<file path="config.mk">
export PLATFORM = sky130hd
export DESIGN_NAME = gpio_pad_ctrl
export DESIGN_NICKNAME = d
export VERILOG_FILES = /design/src/rtl/gpio_pad_ctrl.sv
export SDC_FILE = /design/constraint.sdc
export NUM_CORES = 2
export LEC_CHECK = 0
export BUFFER_PORTS_ARGS = -buffer_cell sky130_fd_sc_hd__buf_2
export CORE_ASPECT_RATIO = 1.75
export CORE_MARGIN = 5
export CORE_UTILIZATION = 45
export CTS_BUF_LIST = sky130_fd_sc_hd__clkbuf_8
export DETAILED_ROUTE_END_ITERATION = 8
export GPL_ROUTABILITY_DRIVEN = 0
export PLACE_DENSITY = 0.67
export SKIP_LAST_GASP = 1
export SLEW_MARGIN = 20
export SYNTH_ARGS = -nofsm -noshare
export SYNTH_HDL_FRONTEND = slang
export SYNTH_SLANG_ARGS = --single-unit
</file>
<file path="constraint.sdc">
create_clock -name clk -period 6.5 [get_ports clk]
set_input_delay 0.325 -clock clk [delete_from_list [all_inputs] [get_ports clk]]
set_output_delay 0.325 -clock clk [all_outputs]
set_load 0.01 [all_outputs]
</file>
<file path="src/rtl/gpio_pad_ctrl.sv">
module gpio_pad_ctrl #(
  parameter int NPADS = 40
) (
  input  logic             clk,
  input  logic             rst_n,
  input  logic [11:0]      bus_addr,
  input  logic             bus_wr,
  input  logic [31:0]      bus_wdata,
  output logic [31:0]      bus_rdata,
  input  logic [NPADS-1:0] pad_in,
  output logic [NPADS-1:0] pad_out,
  output logic [NPADS-1:0] pad_oe,
  output logic             irq
);
  localparam int NW = (NPADS + 31) / 32;
  localparam int PW = $clog2(NPADS);
  localparam int SW = NW * 32;
  localparam logic [31:0] CFG_MASK = 32'h8F00_0787;

  logic [31:0] cfg_a [NPADS];
  logic [31:0] cfg_b [NPADS];
  logic [2:0]  valw  [NPADS];
  logic [NPADS-1:0] s1, s2, s3, ev;
  logic [SW-1:0] stat, clr, evx;

  wire [6:0]    pidx = bus_addr[10:4];
  wire [1:0]    wsel = bus_addr[3:2];
  wire [8:0]    sidx = bus_addr[10:2];
  wire [PW-1:0] pi   = pidx[PW-1:0];
  wire aligned = (bus_addr[1:0] == 2'b00);
  wire pad_hit = aligned && !bus_addr[11] && (32'(pidx) < NPADS);
  wire st_hit  = aligned &&  bus_addr[11] && (32'(sidx) < NW);

  always_comb begin
    for (int i = 0; i < NPADS; i++) begin
      ev[i] = (cfg_a[i][2:0] == 3'd0) && !valw[i][2] &&
              (cfg_a[i][24] ? ((cfg_a[i][25] & s2[i]) | (cfg_a[i][26] & ~s2[i]))
                            : ((cfg_a[i][25] & s2[i] & ~s3[i]) | (cfg_a[i][26] & ~s2[i] & s3[i])));
    end
    evx = '0;
    evx[NPADS-1:0] = ev;
    clr = '0;
    if (bus_wr && st_hit)
      for (int w = 0; w < NW; w++)
        if (32'(sidx) == w) clr[w*32 +: 32] = bus_wdata;
  end

  always_ff @(posedge clk or negedge rst_n) begin
    if (!rst_n) begin
      for (int i = 0; i < NPADS; i++) begin
        cfg_a[i] <= '0;
        cfg_b[i] <= '0;
        valw[i]  <= 3'b110;
      end
      s1 <= '0; s2 <= '0; s3 <= '0;
      stat <= '0;
      irq  <= 1'b0;
    end else begin
      s1 <= pad_in; s2 <= s1; s3 <= s2;
      stat <= (stat & ~clr) | evx;
      irq  <= |stat;
      if (bus_wr && pad_hit) begin
        case (wsel)
          2'd0: cfg_a[pi] <= bus_wdata & CFG_MASK;
          2'd1: cfg_b[pi] <= bus_wdata;
          2'd2: valw[pi]  <= bus_wdata[2:0];
          default: ;
        endcase
      end
    end
  end

  always_comb begin
    bus_rdata = '0;
    if (pad_hit) begin
      case (wsel)
        2'd0: bus_rdata = cfg_a[pi];
        2'd1: bus_rdata = cfg_b[pi];
        2'd2: bus_rdata = {29'd0, valw[pi][2:1], valw[pi][1] ? s2[pi] : valw[pi][0]};
        default: bus_rdata = '0;
      endcase
    end else if (st_hit) begin
      for (int w = 0; w < NW; w++)
        if (32'(sidx) == w) bus_rdata = stat[w*32 +: 32];
    end
  end

  for (genvar g = 0; g < NPADS; g++) begin : g_pad
    assign pad_oe[g]  = ~valw[g][1];
    assign pad_out[g] = valw[g][0];

    AST_GATED_SET: assert property (@(posedge clk) disable iff (!rst_n)
      $rose(stat[g]) |-> $past((cfg_a[g][2:0] == 3'd0) && !valw[g][2] && (|cfg_a[g][26:24])));
    AST_CLEAR_BY_BUS: assert property (@(posedge clk) disable iff (!rst_n)
      $fell(stat[g]) |-> $past(bus_wr && bus_addr[11]));
  end

  AST_IRQ_RISE: assert property (@(posedge clk) disable iff (!rst_n)
    (|stat) |=> irq);
  AST_IRQ_FALL: assert property (@(posedge clk) disable iff (!rst_n)
    !(|stat) |=> !irq);
  AST_OE_HOLD: assert property (@(posedge clk) disable iff (!rst_n)
    !$past(bus_wr) |-> $stable(pad_oe));
endmodule

</file>
==> impl_metrics.json <==
{
  "synthSimpleGateAreaFrac_pct": 3.517,
  "dp_hpwl_um": 239200,
  "finalInstanceArea_mm2": 0.1087,
  "critical_path.most_common_cell": "a21oi_1",
  "dr.pass1.iters": 9,
  "die_h_um": 629.3,
  "multi_input_area_mm2": 0.04288,
  "synth.mux.area_fraction_pct": 30.48,
  "synth_seq_cells": 2065,
  "portBuffers": 199,
  "clk_path_buf_depth": 4,
  "synthTopCellsByArea": "dfrtp_1 (50%), mux2_4 (18%), mux2_2 (9.4%), dfstp_2 (2.1%), a22oi_1 (2.0%)",
  "critPathKind": "input pin to primary output",
  "cp_num_cells": 10,
  "io_pins": 200,
  "fmax_ghz": 0.1843,
  "r2r_start": "stat[41]$_DFF_PN0_",
  "clock-sinks": 2065,
  "final_hold_viol_count": 8,
  "die_area_mm2": 0.2290,
  "ys.flop_type": "dfrtp_1",
  "start_util_pct": 45.16,
  "grt-ovfl-total": 0,
  "synth_area_mm2": 0.09863,
  "synth.cells.most_frequent": "dfrtp_1 (1985), mux2_4 (1170), mux2_2 (820)",
  "yosysSeqAreaShare_pct": 52.49,
  "p_leak_nw": 55.15,
  "grt_pass1_wl_um": 542500,
  "worstSetupEndpointType": "primary output",
  "power_density_mw_per_mm2": 237.2,
  "synth_nets": 7120,
  "clkTransAtPathRegs_ns": 0.07,
  "grt_pass1_vias": 70780,
  "synth_xor_area_share_pct": 0.3552,
  "post-synth-top-count-cell": "dfrtp_1",
  "slew_headroom_pct": 9.541,
  "num_vias": 68170,
  "reg2regPathDepth": 3,
  "synth_top_area_cell": "dfrtp_1",
  "routed_wl_um": 386700,
  "fin_hold_ws_ns": -0.06193,
  "avgSynthCellArea_um2": 14.02,
  "antenna_left": 1,
  "core-area_mm2": 0.2184,
  "syn2layout_area_growth_pct": 10.25,
  "yosysUniqueCellTypes": 79,
  "clk_latency_ns": 0.97,
  "rrSetupSlack_ns": 3.96,
  "drt_iter0_drc": 7993,
  "post-route-min-period_ns": 5.425,
  "die_w_um": 363.9,
  "global_route.usage.total_pct": 33.11,
  "yosysWarnings": 0,
  "setup_violations": 0,
  "hold_path.class": "input pin to async pin",
  "numCtsBuffers": 296,
  "rr_endpoint": "irq$_DFF_PN0_",
  "synth_compound_area_share_pct": 8.888,
  "syn_inst": 7033,
  "finalCritPeriodShare_pct": 83.46,
  "cpLargestDelayFamily": "compound AO/OA/AOI/OAI gates",
  "placed_area_mm2": 0.1015,
  "via_per_inst": 6.652,
  "rows": 227,
  "root_buffer": "clkbuf_8",
  "ir_drop_mv": 0.2386,
  "fillCellCount": 18410,
  "async_flop_share_pct": 100.0,
  "utilization_pct": 49.78,
  "drive_gt1_share_pct": 42.08,
  "max_stage_delay_ns": 1.03,
  "drcViolationCount": 3,
  "maxCapViolCount": 0,
  "path_buf_inv": 4,
  "crit_required_ns": 6.17,
  "cpMaxStageDelayCell": "a21oi_1",
  "rsz0062_at_grt": "false",
  "wl_per_cell_um": 37.73,
  "yosysTopAreaCellShare_pct": 50.36,
  "run_status": "complete, but fails checks",
  "antenna_found_initial": 38,
  "nets": 7219,
  "finalPower_mw": 25.79,
  "arrival_ns": 5.10,
  "drv_slew": 0,
  "cts_tree": "built",
  "crit_chain": "buf_8, buf_12, and2_4, buf_4, a21oi_1, o21ai_1, nand3_1, a21oi_1, a211o_1, buf_2",
  "grt_max_degree": 186,
  "htreeDepth": 5,
  "worstPathMaxFanout": 50,
  "violations": "antenna rules, DRC, hold timing",
  "worstSetupStartpointType": "input pin",
  "synth-adder-area-share_pct": 0,
  "tightestPinTransition_ns": 1.348,
  "synth_top_family_by_area": "multiplexers",
  "fin_skew_ns": 0.05677,
  "seqCellArea_mm2": 0.05177,
  "setup_tns_ns": 0,
  "synth_enable_flop_cells": 0
}
==> metal layers <==
layer	track usage (%)	vias up	share of wire (%)
li1	-	26040	-
met3	10.01	1830	10
met2	49.60	4890	43
met1	37.81	35390	34
met4	30.38	24	12
met5	0.1918	-	0.053
==> cells in the final DEF (no fill, tap or decap), types with 23 or more instances in the layout <==
master / n
dfrtp_1: 1985
mux2_4: 1170
mux2_2: 820
clkbuf_8: 393
nand2_1: 372
a22oi_1: 266
buf_4: 202
mux2i_1: 199
buf_2: 189
a221oi_1: 166
nor2_1: 144
a21oi_1: 143
o21ai_0: 138
inv_1: 120
dfstp_2: 80
dlygate4sd3_1: 79
o211ai_1: 67
a22o_1: 63
nor4_1: 59
o22ai_1: 55
mux4_2: 52
xor2_1: 40
nand2_4: 40
a222oi_1: 39
a31oi_1: 35
diode_2: 34
o221ai_1: 33
buf_12: 33
o2bb2ai_1: 27
a221o_1: 26
a21boi_0: 23
==> worst max path at each step <==
stage | slack, ns | from | to
2_1_floorplan | 3.80 | bus_addr[4] | bus_rdata[11]
4_1_cts | 1.38 | bus_addr[8] | bus_rdata[24]
3_5_place_dp | 1.39 | bus_addr[8] | bus_rdata[24]
5_1_grt | 1.31 | bus_addr[4] | bus_rdata[26]
6_report | 1.08 | bus_addr[4] | bus_rdata[26]
3_3_place_gp | 0.69 | bus_addr[8] | bus_rdata[1]
==> stage by stage <==
stage               std cells  worst slack, ns
floorplan                7033            3.799
global placement         9604           0.6933
detailed placement       9605            1.387
CTS                     10200            1.379
global route            10220            1.313
finish                  10250            1.075
==> cells by family after synthesis <==
logic type             Yosys count
AO/OA/AOI/OAI                 1192
flip-flops                    2065
AND/OR/NAND/NOR                729
buffers and inverters          757
multiplexers                  2250
XOR/XNOR                        40
==> final cells by class <==
cell class / count / area share (%)
Clock buffer: 393 / 4.974
Multi-Input combinational cell: 4211 / 39.43
Clock inverter: 125 / 0.7376
Antenna cell: 34 / 0.07825
Tap cell: 2862 / 3.293
Sequential cell: 2065 / 47.62
Timing Repair Buffer: 511 / 3.699
Inverter: 47 / 0.1668
==> what timing repair did <==
action,4_1_cts,5_1_grt
hold buffers,79,0
buffers inserted,0,0
hold endpoints to repair,383,0
gates resized for setup,0,0
==> registers in the layout, indices dropped and copies added (netlist names) <==
name	flops
cfg_b	1280
valw	80
pad_out	40
s3	40
s1	40
s2	40
cfg_a	480
stat	64
irq	1
==> power breakdown <==
part,switching (mW),internal (mW),leakage [nW]
sequential,0.0640,12.9,28.1
combinational,1.34,0.357,23.6
clock,5.34,5.77,3.49
total,6.74,19.0,55.1
(Power assumes the default switching activity.)
